**src/rtl/ea_pkg.sv**
```systemverilog
package ea_pkg;
  typedef enum logic [2:0] {
    M_ABS_X    = 3'd0,
    M_ABS_X_RD = 3'd1,
    M_ABS_Y    = 3'd2,
    M_ABS_Y_RD = 3'd3,
    M_DIR      = 3'd4,
    M_DIR_X    = 3'd5,
    M_STK_REL  = 3'd6,
    M_STK      = 3'd7
  } ea_mode_e;
endpackage

```
**src/rtl/ea_index_mask.sv**
```systemverilog
module ea_index_mask #(
  parameter int WORD_W = 16,
  parameter int PAGE_W = 8
) (
  input  logic [WORD_W-1:0] idx_i,
  input  logic              narrow_i,
  output logic [WORD_W-1:0] idx_o
);
  localparam int HI_W = WORD_W - PAGE_W;
  assign idx_o = narrow_i ? {{HI_W{1'b0}}, idx_i[PAGE_W-1:0]} : idx_i;
endmodule

```
**src/rtl/ea_calc.sv**
```systemverilog
module ea_calc
  import ea_pkg::*;
#(
  parameter int ADDR_W = 24,
  parameter int WORD_W = 16,
  parameter int PAGE_W = 8
) (
  input  ea_mode_e            mode_i,
  input  logic [WORD_W-1:0]   operand_i,
  input  logic [WORD_W-1:0]   x_i,
  input  logic [WORD_W-1:0]   y_i,
  input  logic [WORD_W-1:0]   dir_i,
  input  logic [ADDR_W-WORD_W-1:0] dbank_i,
  input  logic [WORD_W-1:0]   sp_i,
  input  logic                emu_i,
  output logic [ADDR_W-1:0]   ea_o,
  output logic [ADDR_W-1:0]   dummy_o,
  output logic                extra_o
);
  localparam int BANK_W = ADDR_W - WORD_W;
  localparam int HI_W   = WORD_W - PAGE_W;
  localparam logic [BANK_W-1:0] BANK0 = '0;
  localparam logic [HI_W-1:0]   EMU_PAGE = HI_W'(1);

  logic [WORD_W-1:0] idx, abs_sum, dir_sum, srel_sum;
  logic              use_x, dir_odd;

  assign use_x    = (mode_i == M_ABS_X) || (mode_i == M_ABS_X_RD);
  assign idx      = use_x ? x_i : y_i;
  assign abs_sum  = operand_i + idx;
  assign dir_sum  = dir_i + operand_i + ((mode_i == M_DIR_X) ? x_i : '0);
  assign srel_sum = sp_i + operand_i;
  assign dir_odd  = |dir_i[PAGE_W-1:0];

  always_comb begin
    ea_o    = '0;
    dummy_o = '0;
    extra_o = 1'b0;
    unique case (mode_i)
      M_ABS_X, M_ABS_Y, M_ABS_X_RD, M_ABS_Y_RD: begin
        ea_o    = {dbank_i, abs_sum};
        dummy_o = {dbank_i, operand_i[WORD_W-1:PAGE_W], abs_sum[PAGE_W-1:0]};
        // read forms skip the dummy cycle when the page did not change
        if ((mode_i == M_ABS_X) || (mode_i == M_ABS_Y)) extra_o = 1'b1;
        else extra_o = (operand_i[WORD_W-1:PAGE_W] != abs_sum[WORD_W-1:PAGE_W]);
      end
      M_DIR: begin
        ea_o    = {BANK0, dir_sum};
        dummy_o = {BANK0, dir_sum};
        extra_o = dir_odd;
      end
      M_DIR_X: begin
        ea_o    = {BANK0, dir_sum};
        dummy_o = {BANK0, dir_i[WORD_W-1:PAGE_W], dir_sum[PAGE_W-1:0]};
        extra_o = dir_odd;
      end
      M_STK_REL: begin
        ea_o    = {BANK0, srel_sum};
        dummy_o = {BANK0, srel_sum};
      end
      M_STK: begin
        ea_o    = emu_i ? {BANK0, EMU_PAGE, sp_i[PAGE_W-1:0]} : {BANK0, sp_i};
        dummy_o = ea_o;
      end
      default: ;
    endcase
  end
endmodule

```
**src/rtl/ea_stepper.sv**
```systemverilog
module ea_stepper #(
  parameter int ADDR_W = 24,
  parameter int WORD_W = 16
) (
  input  logic [ADDR_W-1:0] addr_i,
  input  logic              down_i,
  output logic [ADDR_W-1:0] addr_o
);
  logic [WORD_W-1:0] off;
  assign off    = down_i ? addr_i[WORD_W-1:0] - 1'b1 : addr_i[WORD_W-1:0] + 1'b1;
  assign addr_o = {addr_i[ADDR_W-1:WORD_W], off};
endmodule

```
**src/rtl/ea_unit.sv**
```systemverilog
module ea_unit
  import ea_pkg::*;
#(
  parameter int ADDR_W = 24,
  parameter int WORD_W = 16,
  parameter int PAGE_W = 8,
  localparam int BANK_W = ADDR_W - WORD_W,
  localparam int HI_W   = WORD_W - PAGE_W
) (
  input  logic              clk_i,
  input  logic              rst_ni,
  input  logic              start_i,
  input  logic [2:0]        mode_i,
  input  logic [WORD_W-1:0] operand_i,
  input  logic [WORD_W-1:0] idx_x_i,
  input  logic [WORD_W-1:0] idx_y_i,
  input  logic              idx8_i,
  input  logic [WORD_W-1:0] dir_i,
  input  logic [BANK_W-1:0] dbank_i,
  input  logic [WORD_W-1:0] sp_i,
  input  logic              emu_i,
  input  logic              step_i,
  input  logic              step_dn_i,
  output logic [ADDR_W-1:0] ea_o,
  output logic [ADDR_W-1:0] dummy_o,
  output logic              extra_o,
  output logic              valid_o
);
  ea_mode_e          mode_s;
  logic [WORD_W-1:0] idx_m [2];
  logic [WORD_W-1:0] idx_raw [2];
  logic [ADDR_W-1:0] ea_d, dummy_d, ea_stepped;
  logic              extra_d;

  assign mode_s     = ea_mode_e'(mode_i);
  assign idx_raw[0] = idx_x_i;
  assign idx_raw[1] = idx_y_i;

  for (genvar g = 0; g < 2; g++) begin : g_idx
    ea_index_mask #(.WORD_W(WORD_W), .PAGE_W(PAGE_W)) u_mask (
      .idx_i(idx_raw[g]), .narrow_i(idx8_i), .idx_o(idx_m[g])
    );
  end

  ea_calc #(.ADDR_W(ADDR_W), .WORD_W(WORD_W), .PAGE_W(PAGE_W)) u_calc (
    .mode_i(mode_s), .operand_i(operand_i), .x_i(idx_m[0]), .y_i(idx_m[1]),
    .dir_i(dir_i), .dbank_i(dbank_i), .sp_i(sp_i), .emu_i(emu_i),
    .ea_o(ea_d), .dummy_o(dummy_d), .extra_o(extra_d)
  );

  ea_stepper #(.ADDR_W(ADDR_W), .WORD_W(WORD_W)) u_step (
    .addr_i(ea_o), .down_i(step_dn_i), .addr_o(ea_stepped)
  );

  always_ff @(posedge clk_i or negedge rst_ni) begin
    if (!rst_ni) begin
      ea_o    <= '0;
      dummy_o <= '0;
      extra_o <= 1'b0;
      valid_o <= 1'b0;
    end else if (start_i) begin
      ea_o    <= ea_d;
      dummy_o <= dummy_d;
      extra_o <= extra_d;
      valid_o <= 1'b1;
    end else if (step_i) begin
      ea_o    <= ea_stepped;
    end
  end

  a_r2_valid_after_start: assert property (@(posedge clk_i) disable iff (!rst_ni)
    start_i |=> valid_o);
  a_r5_read_skip: assert property (@(posedge clk_i) disable iff (!rst_ni)
    (start_i && (mode_s == M_ABS_X_RD || mode_s == M_ABS_Y_RD)) |=> (extra_o == (dummy_o != ea_o)));
  a_r7_direct_bank0: assert property (@(posedge clk_i) disable iff (!rst_ni)
    (start_i && (mode_s == M_DIR || mode_s == M_DIR_X)) |=> (ea_o[ADDR_W-1:WORD_W] == '0));
  a_r10_emu_page: assert property (@(posedge clk_i) disable iff (!rst_ni)
    (start_i && mode_s == M_STK && emu_i) |=> (ea_o[WORD_W-1:PAGE_W] == HI_W'(1) && !extra_o));
  a_r11_bank_kept: assert property (@(posedge clk_i) disable iff (!rst_ni)
    (step_i && !start_i) |=> (ea_o[ADDR_W-1:WORD_W] == $past(ea_o[ADDR_W-1:WORD_W])
                              && $stable(dummy_o) && $stable(extra_o)));
  a_r9_srel_no_extra: assert property (@(posedge clk_i) disable iff (!rst_ni)
    (start_i && mode_s == M_STK_REL) |=> (!extra_o && dummy_o == ea_o));
endmodule

```
**config.mk**
```make
export PLATFORM = sky130hd
export DESIGN_NAME = ea_unit
export DESIGN_NICKNAME = d
export VERILOG_FILES = /design/src/rtl/ea_pkg.sv /design/src/rtl/ea_index_mask.sv /design/src/rtl/ea_calc.sv /design/src/rtl/ea_stepper.sv /design/src/rtl/ea_unit.sv
export SDC_FILE = /design/constraint.sdc
export NUM_CORES = 1
export LEC_CHECK = 0
export CAP_MARGIN = 30
export CELL_PAD_IN_SITES_DETAIL_PLACEMENT = 1
export CELL_PAD_IN_SITES_GLOBAL_PLACEMENT = 1
export CORE_UTILIZATION = 35
export CTS_BUF_LIST = sky130_fd_sc_hd__clkbuf_16
export DETAILED_ROUTE_END_ITERATION = 8
export DONT_BUFFER_PORTS = 1
export GPL_TIMING_DRIVEN = 0
export PLACE_DENSITY_LB_ADDON = 0.1
export SYNTH_ARGS = -nofsm -noshare
export SYNTH_HDL_FRONTEND = slang
export SYNTH_HIERARCHICAL = 1
export SYNTH_SLANG_ARGS = --single-unit
export TNS_END_PERCENT = 1
```
**constraint.sdc**
```tcl
create_clock -name clk_i -period 2.78 [get_ports clk_i]
set_clock_uncertainty 0.05 [all_clocks]
set_input_delay 0 -clock clk_i [delete_from_list [all_inputs] [get_ports clk_i]]
set_output_delay 0 -clock clk_i [all_outputs]
set_load 0.01 [all_outputs]
```
* Yosys cells after proc, flatten, opt, wreduce, memory -nomap -nowiden
Index checks and enable logic that the tools add are counted.
** Storage, ports and cells
- Latch bits :: 0
- Memory bits (writable) :: 0
- Bits in registers :: 50
- Output and inout bits :: 50
- Memories kept :: 0
- Bits of input ports :: 98
- Bits in read-only memories :: 0
** Cells by class
- Multipliers :: 0
- $lt $le $gt $ge :: 0
- Eq/ne operators :: 8
- Add/subtract/negate cells :: 6
- Divide/modulo/power cells :: 0
- Reductions and logical operators :: 7
- Shift operators :: 0
- Bitwise operators :: 0
- Mux-type cells :: 12
** Operator list (number)
- 24-bit case mux with 5 select lines :: 1
- 16-bit two-way mux :: 7
- 24-bit case mux with 4 select lines :: 1
- 16-bit adder :: 4
- 24-bit two-way mux :: 1
- 16-bit by 1-bit adder with 16-bit output, second input constant :: 1
- 16-bit by 1-bit subtractor with 16-bit output, second input constant :: 1
- 3-bit == test, second input constant :: 4
- 8-bit != test :: 1
- 8-bit OR reduction :: 1
- 3-bit by 2-bit == test with 1-bit output, second input constant :: 2
- 4-bit OR reduction :: 1
- 3-bit by 1-bit == test with 1-bit output, second input constant :: 1
- 3-bit logical NOT :: 1
- 1-bit logical OR :: 2
- 1-bit case mux with 2 select lines :: 1
- 2-bit nonzero test :: 1
- 2-bit OR reduction :: 1
- 1-bit two-way mux :: 1

* Logic depth before layout (Yosys ltp)
Gate-level depths: netlist of the first run.
- Word-level depth :: 7
- Gate-level depth with buffers :: 18
- Mapped depth without buffers :: 17

* Hierarchy
Netlist of the first run, hierarchy kept.
** Modules (own cells, without submodules)
- ea_calc :: area each 3631.0 µm², cells each 484, times used 1
- ea_unit :: area each 2153.3 µm², cells each 159, times used 1
- ea_stepper :: area each 897.1 µm², cells each 118, times used 1
- ea_index_mask :: area each 110.1 µm², cells each 16, times used 2

* Worst setup path after synthesis of the first run
OpenSTA, ideal clock, no wires.
- Path type :: input port to flip-flop
- Start point :: input mode_i[2]
- End point :: register extra_o
- Data arrival time :: 3.397 ns
- Slack :: -0.791 ns
- Data required time :: 2.605 ns
- Path buffers :: 2
- Library setup time :: 0.125 ns
- Stages on the path :: 15
- Cells stage by stage :: clkbuf_1 > nor2_1 > clkbuf_1 > mux2_2 > ha_1 > fa_1 > a21oi_1 > nand4b_1 > a31o_2 > o21ai_1 > xor2_1 > xor2_1 > nor4_1 > a41oi_1 > mux2_2
** Between the ends
- Longest elaborated chain between the ends :: 7
** Ends and longest elaborated chain
- start, declared :: line ea_unit.sv:13 : input logic [2:0] mode_i,
- 3-bit by 1-bit == test with 1-bit output / 3-bit logical NOT (equally long branches) :: line ea_calc.sv:28, ea_calc.sv:39, ea_calc.sv:44
- 1-bit logical OR :: line ea_calc.sv:28 : assign use_x = (mode_i == M_ABS_X) || (mode_i == M_ABS_X_RD);
- 16-bit two-way mux :: line ea_calc.sv:29 : assign idx = use_x ? x_i : y_i;
- 16-bit adder :: line ea_calc.sv:30 : assign abs_sum = operand_i + idx;
- 8-bit != test :: line ea_calc.sv:45 : else extra_o = (operand_i[WORD_W-1:PAGE_W] != abs_sum[WORD_W-1:PAGE_W]);
- 1-bit two-way mux :: line ea_calc.sv:44 : if ((mode_i == M_ABS_X) || (mode_i == M_ABS_Y)) extra_o = 1'b1;
- 1-bit case mux with 2 select lines (*) :: line ea_calc.sv:39 : unique case (mode_i)
- via extra_d :: line ea_unit.sv:33 : logic extra_d;
- end signal, assigned :: line ea_unit.sv:64 : extra_o <= extra_d;
- end, declared :: line ea_unit.sv:26 : output logic extra_o,
Mark *: on every way through the listed nets, which the timed path passes. The rest lies on a longest branch.
A chain may end at the register's enable or synchronous reset.

* Worst setup path in the final report of the first run
- Start point :: input mode_i[0]
- End point :: register dummy_o[13]
** Between the ends
- Longest elaborated chain between the ends :: 4
** Ends and longest elaborated chain
- 3-bit == test :: line ea_calc.sv:31, ea_calc.sv:39
- 16-bit two-way mux :: line ea_calc.sv:31 : assign dir_sum = dir_i + operand_i + ((mode_i == M_DIR_X) ? x_i : '0);
- 16-bit adder :: line ea_calc.sv:31
- 24-bit case mux with 5 select lines (*) :: line ea_calc.sv:39
- via dummy_d[13] :: line ea_unit.sv:32 : logic [ADDR_W-1:0] ea_d, dummy_d, ea_stepped;
- end signal, assigned :: line ea_unit.sv:63 : dummy_o <= dummy_d;
- end, declared :: line ea_unit.sv:25 : output logic [ADDR_W-1:0] dummy_o,
Marks and branches as above.

==> flow_summary.toml, run 1 <==
[drt]
post_drt_wl_per_cell_um = 21.36
antenna_left = 0
initialDrtViolationCount = 204
drc_errors = 0
first_pass_iters = 4
routed_via_density = 5.592
wl_um = 23220
vias = 6078

[yosys]
synth_nets = 970
synth_ff_type = "dfrtp_1"
synth_common_cells = "68 x nand2_1, 60 x ha_1, 50 x dfrtp_1, 48 x nor2_1, 43 x o21ai_0"
ys_ff_latch = 50
yosys.area.top_type = "dfrtp_1"
synth_most_common_cell = "nand2_1"
synth_edf_count = 0
seq_area_frac_synth = 0.1813
synthTopCellsByArea = "dfrtp_1 18%, ha_1 11%, fa_1 5.5%"
syn-cell-area_um2 = 6902
yosysUniqueCellTypes = 74
netlist_instances = 793
syn_area_per_cell_um2 = 8.703
synth_top_area_share = 0.1813
synthArstFlopShare = 1.000
yosysWarnings = 6

[die]
die_w_um = 142.4
core-area_um2 = 19020
initial_core_util = 0.3629
die_area_um2 = 20280
io-pin-count = 148
dieHeight_um = 142.4
row_count = 50

[setup_path]
rr_worst_depth = 8
worst-path-max-fanout = 6
worstSetupStartpointType = "primary input"
cp-startpoint = "mode_i[0]"
rr_startpoint = "ea_o[0]"
reg2reg_slack_ns = 0.27
path_class = "primary input to register"
arrival_ns = 3.51
cp-end-kind = "register"
worstPathRequired_ns = 2.92
r2r_end = "ea_o[12]"

[grt]
grt_overflow_total = 0
first_global_vias = 6475
grt_start_max_net_pins = 51
grt_use_met1 = 0.2929
grt_pass1_wl_um = 36020
top_usage_layer = "met2"
grt.total_usage = 0.2334
met2_usage = 0.4038
met3_usage = 0.04071
antenna_found_initial = 0

[hold_path]
hold_depth = 4
hold_class = "primary input to register"
holdPathEnd = "ea_o[11]"
hp-start = "sp_i[11]"

[flow_run]
drv_cap = 0

[power]
power.density_nw_per_um2 = 514.1
peakVddDrop_mv = 0.2135
power.leakage_nw = 3.452

[layout]
seqCellArea_um2 = 1251
num_antenna_cells = 0
fin_cells = 1087
nets = 1003
area_growth_pct = 16.01
nFillCells = 2293
stdcell_area_um2 = 8006
drive_above_1_share = 0.2080
multi_input_area_um2 = 5482

[cts]
htreeDepth = 2
cts_root_buf = "clkbuf_16"
clkTransAtPathRegs_ns = 0.07
clk_latency_ns = 0.29
cts.path.max_buffers = 2
cts-buffers-inserted = 5
cts_tree = "built"
cts.sinks = 50

[sta]
finalMaxSlewViolations = 0
grt_setup_unrepaired = "true"
fin_ws_ns = -0.5948
fin_tns_setup_ns = -5.924
hold_violations = 1
final.min_clock_period_ns = 3.375
fmax_mhz = 296.3
finalCritPeriodShare = 1.214
max-slew-margin-rel = 0.3308
finalSetupViolations = 15
whs_ns = -0.0008618
tightest_slew_ns = 0.9961

[place]
place.gp.congestion = 0.8739
place_ws_ns = -1.451
io_buffer_count = 0
place_area_um2 = 7273
dp.cells = 1053
place.detailed.hpwl_um = 19080

[run_status]
status = "complete, but fails checks"
violations = "hold timing, setup timing"
[registers in the layout (all words and copies together), names as in the netlist]
name     cells
dummy_o     24
ea_o        24
extra_o      1
valid_o      1
[worst max path at each step]
| stage | to | slack [ns] | cells after the start |
|---|---|---|---|
| 3_5_place_dp | extra_o | -1.45 | 14 |
| 2_1_floorplan | ea_o[15] | -0.54 | 18 |
| 6_report | dummy_o[13] | -0.59 | 18 |
| 4_1_cts | ea_o[15] | -0.71 | 18 |
| 3_3_place_gp | extra_o | -1.36 | 14 |
| 5_1_grt | dummy_o[11] | -0.72 | 17 |
[cell usage in the layout, fill, tap and decap left out, types with 20 or more instances in the layout]
| master | count |
|---|---|
| o21ai_0 | 40 |
| xnor2_1 | 23 |
| mux2i_1 | 33 |
| o21ai_1 | 30 |
| nand2_1 | 66 |
| nor2_1 | 46 |
| mux2_2 | 20 |
| mux2_4 | 20 |
| xor2_1 | 24 |
| a21oi_1 | 31 |
| buf_4 | 44 |
| ha_1 | 54 |
| nor2b_1 | 30 |
| dfrtp_1 | 50 |
[power by group]
group          switching, W  total, W  internal (W)
sequential         0.000236   0.00111      0.000873
combinational       0.00128   0.00237       0.00109
clock              0.000298  0.000635      0.000337
total               0.00181   0.00412       0.00230
[critical path: stages]
cell and delay [ns]:
clkbuf_16 0.11, nand2_4 0.05, nor2_4 0.21, and2_4 0.18, fa_1 0.41, ha_2 0.21, inv_2 0.06, fa_2 0.22
nor2b_4 0.05, o31a_1 0.27, o41a_1 0.41, o21a_4 0.25, buf_4 0.14, o41ai_4 0.27, xnor2_2 0.15, mux2i_1 0.16
o22ai_1 0.10, mux2_4 0.27
[cell type report]
class | instances | share of cell area
buffer | 66 | 0.05767
clock buffer | 5 | 0.01563
clock inverter | 3 | 0.002969
inverter | 20 | 0.009376
multi-input combinational | 657 | 0.6846
sequential | 50 | 0.1563
tap | 260 | 0.04063
timing repair buffer | 26 | 0.03282
[kinds of logic after synthesis]
kind of cell | Yosys count | share of synthesized area
and+or+nand+nor | 224 | 0.1604
adders and majority gates | 79 | 0.1639
DFF | 50 | 0.1813
buffers and inverters | 86 | 0.07233
xor gates and xnor gates | 53 | 0.07125
AOI/OAI and AO/OA | 228 | 0.2268
muxes | 73 | 0.1240
[through the flow]
step	hold slack [ns]	util	total power, W
2_1_floorplan	-0.3456	-	0.002763
3_3_place_gp	-0.3427	0.3824	0.003230
3_5_place_dp	-0.3431	0.3824	0.003290
4_1_cts	0.005563	0.4105	0.004064
5_1_grt	0.02380	0.4210	0.004450
6_report	-0.0008618	0.4210	0.004116
[repair_timing]
item / CTS / global route
setup buffers: 6 / 5
gates resized for setup: 34 / 30
setup endpoints to repair: 24 / 21
hold buffers: 15 / 0
pin swaps: 21 / 23
hold endpoints to repair: 64 / 0
[metal layers]
layer	routed length, um	up-vias	share of wire
li1	-	2916	-
met1	10030	2989	0.43
met2	11410	148	0.49
met3	1224	25	0.053
met4	547	0	0.024
met5	0	-	0
No activity file was read; power rests on OpenSTA's default activity.
==> run 2: changes to the inputs <==
clock period = 4.27 ns   (was 2.78 ns; I/O delays follow)
==> flow_summary.toml, run 2 (synthesis results as in run 1) <==
[run_status]
status = "finished, final reports clean"

[cts]
cts_setup_buffers = 0
cts_root_buf = "clkbuf_16"
cts.sinks = 50
cts-buffers-inserted = 5
cts_tree = "built"
cts.path.max_buffers = 2
clkTransAtPathRegs_ns = 0.08
htreeDepth = 2
clk_latency_ns = 0.30

[die]
initial_core_util = 0.3629
die_area_um2 = 20280
dieHeight_um = 142.4
core-area_um2 = 19020
row_count = 50
io-pin-count = 148
die_w_um = 142.4

[power]
peakVddDrop_mv = 0.1592
power.density_nw_per_um2 = 342.6
power.leakage_nw = 3.305

[place]
dp.cells = 1053
io_buffer_count = 0
place.gp.congestion = 0.8865
place.detailed.hpwl_um = 19110
place_ws_ns = -0.4968

[layout]
nets = 985
nFillCells = 2291
reg_top3 = "dummy_o (24), ea_o (24)"
num_antenna_cells = 0
seqCellArea_um2 = 1251
drive_above_1_share = 0.1446
multi_input_area_um2 = 5161
area_growth_pct = 8.539
layout_commonest_cell = "nand2_1"
final_cell_mix = "68 x nand2_1, 60 x ha_1, 50 x dfrtp_1"
fin_cells = 1069

[sta]
finalSetupViolations = 0
grt_setup_unrepaired = "false"
tightest_slew_ns = 1.015
fin_ws_ns = 0.3725
final.min_clock_period_ns = 3.898
finalCritPeriodShare = 0.9128
fmax_mhz = 256.6
hold_violations = 0
whs_ns = 0.01096
fin_tns_setup_ns = 0
finalMaxSlewViolations = 0
max-slew-margin-rel = 0.3182

[setup_path]
worst-path-max-fanout = 10
worstPathRequired_ns = 4.40
rr_worst_depth = 8
r2r_end = "ea_o[12]"
arrival_ns = 4.03
worstSetupStartpointType = "primary input"
path_class = "primary input to register"
cp-end-kind = "register"
rr_startpoint = "ea_o[0]"
reg2reg_slack_ns = 1.73

[grt]
first_global_vias = 6401
antenna_found_initial = 0
grt_pass1_wl_um = 35680
grt_start_max_net_pins = 51
grt_overflow_total = 0
grt.total_usage = 0.2288

[hold_path]
hold_depth = 2
hp-start = "dbank_i[7]"
hold_class = "primary input to register"
holdPathEnd = "dummy_o[23]"

[drt]
initialDrtViolationCount = 166
drc_errors = 0
post_drt_wl_per_cell_um = 21.05
routed_via_density = 5.595
vias = 5981
wl_um = 22500
antenna_left = 0
first_pass_iters = 6

[flow_run]
drv_cap = 0
-- run 2: changes by cell type in the layout (fill, tap and decap cells not counted), moves of 3 or more --
cell,change
buf_4,-11
dlygate4sd3_1,-7
ha_1,+6
a21oi_1,+5
a21oi_2,-5
a31oi_1,+4
a31oi_4,-4
ha_4,-4
o21ai_0,+3
o31ai_1,+3
o31ai_2,-3
-- run 2: critical path, stage by stage --
cell and delay [ns]:
clkbuf_2 0.22, nand2_1 0.12, nor2_2 0.30, clkbuf_1 0.35, and2_1 0.20, fa_1 0.41, ha_1 0.35, o21a_1 0.13
o31a_1 0.14, o41a_1 0.40, o21a_1 0.26, nor3_1 0.35, o31ai_1 0.13, a222oi_1 0.24, a21oi_1 0.14, mux2_4 0.28
-- run 2: report_power, final --
group	leakage, nW	internal (W)	switching [W]	total [W]
clock network	0.0759	0.000224	0.000194	0.000418
logic	2.62	0.000641	0.000786	0.00143
registers	0.608	0.000569	0.000153	0.000722
total	3.31	0.00143	0.00113	0.00257
-- run 2: stage by stage --
stage          power, W  instance area, um2  utilization
2_1_floorplan  0.001790                6902            -
3_3_place_gp   0.002089                7227       0.3800
3_5_place_dp   0.002133                7227       0.3800
4_1_cts        0.002587                7483       0.3935
5_1_grt        0.002771                7491       0.3939
6_report       0.002566                7491       0.3939
-- run 2: area by class of cell --
class | instances | area share
sequential | 50 | 0.1670
buffer | 66 | 0.05696
clock buffer | 5 | 0.01670
clock inverter | 3 | 0.003842
multi-input combinational | 657 | 0.6890
inverter | 20 | 0.01002
timing repair buffer | 8 | 0.01303
tap | 260 | 0.04343
-- run 2: what timing repair did --
action | in CTS | in global routing
hold buffers | 8 | 0
endpoints found under the hold margin | 59 | 0
endpoints found under the setup margin | 5 | 6
gates resized for setup | 2 | 6
-- run 2: routing by layer --
layer  part of all wire  track usage  wire, um  vias to the layer above
met1               0.46       0.3027     10430                     2965
met5                  0            0         0                        -
met4              0.017      0.05999       376                        0
met3              0.034      0.02322       767                       17
li1                   -            -         -                     2885
met2               0.49       0.3953     10930                      114
-- run 2: worst max-delay path by stage --
stage               startpoint  depth (start not counted)          end  slack (ns)
global placement     mode_i[2]                         14      extra_o       -0.40
finish               mode_i[0]                         16  dummy_o[11]        0.37
detailed placement   mode_i[2]                         14      extra_o       -0.50
floorplan            mode_i[2]                         15      extra_o        0.70
CTS                  mode_i[2]                         14      extra_o        0.02
global route         mode_i[0]                         17     ea_o[15]        0.06
==> run 3: changes to the inputs <==
PLACE_DENSITY = 0.58   (was default)
PLACE_DENSITY_LB_ADDON = default   (was 0.1)
==> flow_summary.toml, run 3 (synthesis results as in run 1) <==
[layout]
num_antenna_cells = 0
area_growth_pct = 8.339
stdcell_area_um2 = 7477
drive_above_1_share = 0.1460
nets = 984
final_cell_mix = "68 x nand2_1, 60 x ha_1, 50 x dfrtp_1"
layout_commonest_cell = "nand2_1"
reg_top3 = "dummy_o (24), ea_o (24)"

[sta]
finalMaxSlewViolations = 0
max-slew-margin-rel = 0.2892
fin_tns_setup_ns = 0
finalCritPeriodShare = 0.9233
tightest_slew_ns = 1.058
finalSetupViolations = 0
whs_ns = 0.0006321
fin_ws_ns = 0.3276
grt_setup_unrepaired = "false"
fmax_mhz = 253.7
final.min_clock_period_ns = 3.942
hold_violations = 0

[drt]
post_drt_wl_per_cell_um = 20.83
wl_um = 22250
drc_errors = 0
routed_via_density = 5.522
antenna_left = 0
first_pass_iters = 4
vias = 5898
initialDrtViolationCount = 117

[die]
row_count = 50
dieHeight_um = 142.4
io-pin-count = 148
core-area_um2 = 19020
die_w_um = 142.4
initial_core_util = 0.3629
die_area_um2 = 20280

[cts]
clk_latency_ns = 0.29
clkTransAtPathRegs_ns = 0.08
cts-buffers-inserted = 5
htreeDepth = 2
cts_setup_buffers = 0
cts.path.max_buffers = 2
cts_tree = "built"
cts_root_buf = "clkbuf_16"
cts.sinks = 50

[power]
switching_share = 0.4395
power.density_nw_per_um2 = 340.6
p_clk_frac = 0.161
power.leakage_nw = 3.291
p_switching_w = 0.001119
seq_power_share = 0.283
peakVddDrop_mv = 0.2047
p_int_w = 0.001427
pwr-share-comb = 0.556

[setup_path]
arrival_ns = 4.07
cp-end-kind = "register"
reg2reg_slack_ns = 1.78
cp-startpoint = "mode_i[2]"
path_class = "primary input to register"
rr_startpoint = "ea_o[7]"
worst-path-max-fanout = 10
worstSetupStartpointType = "primary input"
rr_worst_depth = 9
worstPathRequired_ns = 4.40
r2r_end = "ea_o[14]"

[grt]
grt_overflow_total = 0
grt_start_max_net_pins = 51
first_global_vias = 6329
antenna_found_initial = 0
grt.total_usage = 0.2213
grt_pass1_wl_um = 34440

[place]
place_ws_ns = -0.4242
io_buffer_count = 0
place_area_um2 = 7227
place.gp.congestion = 0.8817
place.detailed.hpwl_um = 18830

[run_status]
status = "finished, final reports clean"

[hold_path]
hold_depth = 2
hold_class = "primary input to register"
hp-start = "dbank_i[1]"
holdPathEnd = "dummy_o[17]"

[flow_run]
drv_cap = 0
run 3: power by group through the flow:
stage | clock network, W | registers, W | logic [W]
global placement | 0 | 0.000731 | 0.00136
floorplan | 0 | 0.000688 | 0.00110
finish | 0.000409 | 0.000721 | 0.00142
CTS | 0.000426 | 0.000726 | 0.00142
detailed placement | 0 | 0.000735 | 0.00139
global route | 0.000435 | 0.000736 | 0.00157
run 3: layer usage:
layer  vias up  part of all wire  global-route usage
met1      2869              0.46              0.2898
met5         -                 0                   0
li1       2879                 -                   -
met2       130              0.48              0.3767
met3        20             0.042             0.03331
met4         0             0.017             0.05999
run 3: worst max-delay path by stage:
stage	end
2_1_floorplan	extra_o
3_3_place_gp	extra_o
3_5_place_dp	extra_o
4_1_cts	dummy_o[14]
5_1_grt	extra_o
6_report	extra_o
run 3: final cells by class:
type / count / area (um2)
Clock buffer: 5 / 125.1
Timing Repair Buffer: 7 / 87.58
Clock inverter: 3 / 23.77
Fill cell: 2295 / 11540
Buffer: 66 / 426.7
Inverter: 20 / 75.07
Tap cell: 260 / 325.3
Multi-Input combinational cell: 657 / 5162
Sequential cell: 50 / 1251
run 3: worst max-delay path: stages:
cell	delay, ns
clkbuf_1	0.24
nor2_2	0.42
clkbuf_2	0.38
mux2_2	0.38
ha_1	0.21
fa_1	0.40
a21oi_1	0.21
nand4b_1	0.19
a31o_2	0.21
o21ai_1	0.11
xor2_1	0.25
xor2_1	0.11
nor4_1	0.38
a41oi_1	0.25
mux2_2	0.31
run 3: metrics by stage:
stage / cells / utilization / power, W
floorplan: 793 / - / 0.001790
global placement: 1053 / 0.3800 / 0.002090
detailed placement: 1053 / 0.3800 / 0.002124
CTS: 1068 / 0.3927 / 0.002570
global route: 1068 / 0.3932 / 0.002739
finish: 1068 / 0.3932 / 0.002547
run 3: timing repair:
item / 4_1_cts / 5_1_grt
gates resized for setup: 2 / 5
hold buffers: 7 / 0
hold endpoints to repair: 58 / 0
gates cloned: 0 / 0
setup endpoints to repair: 6 / 7
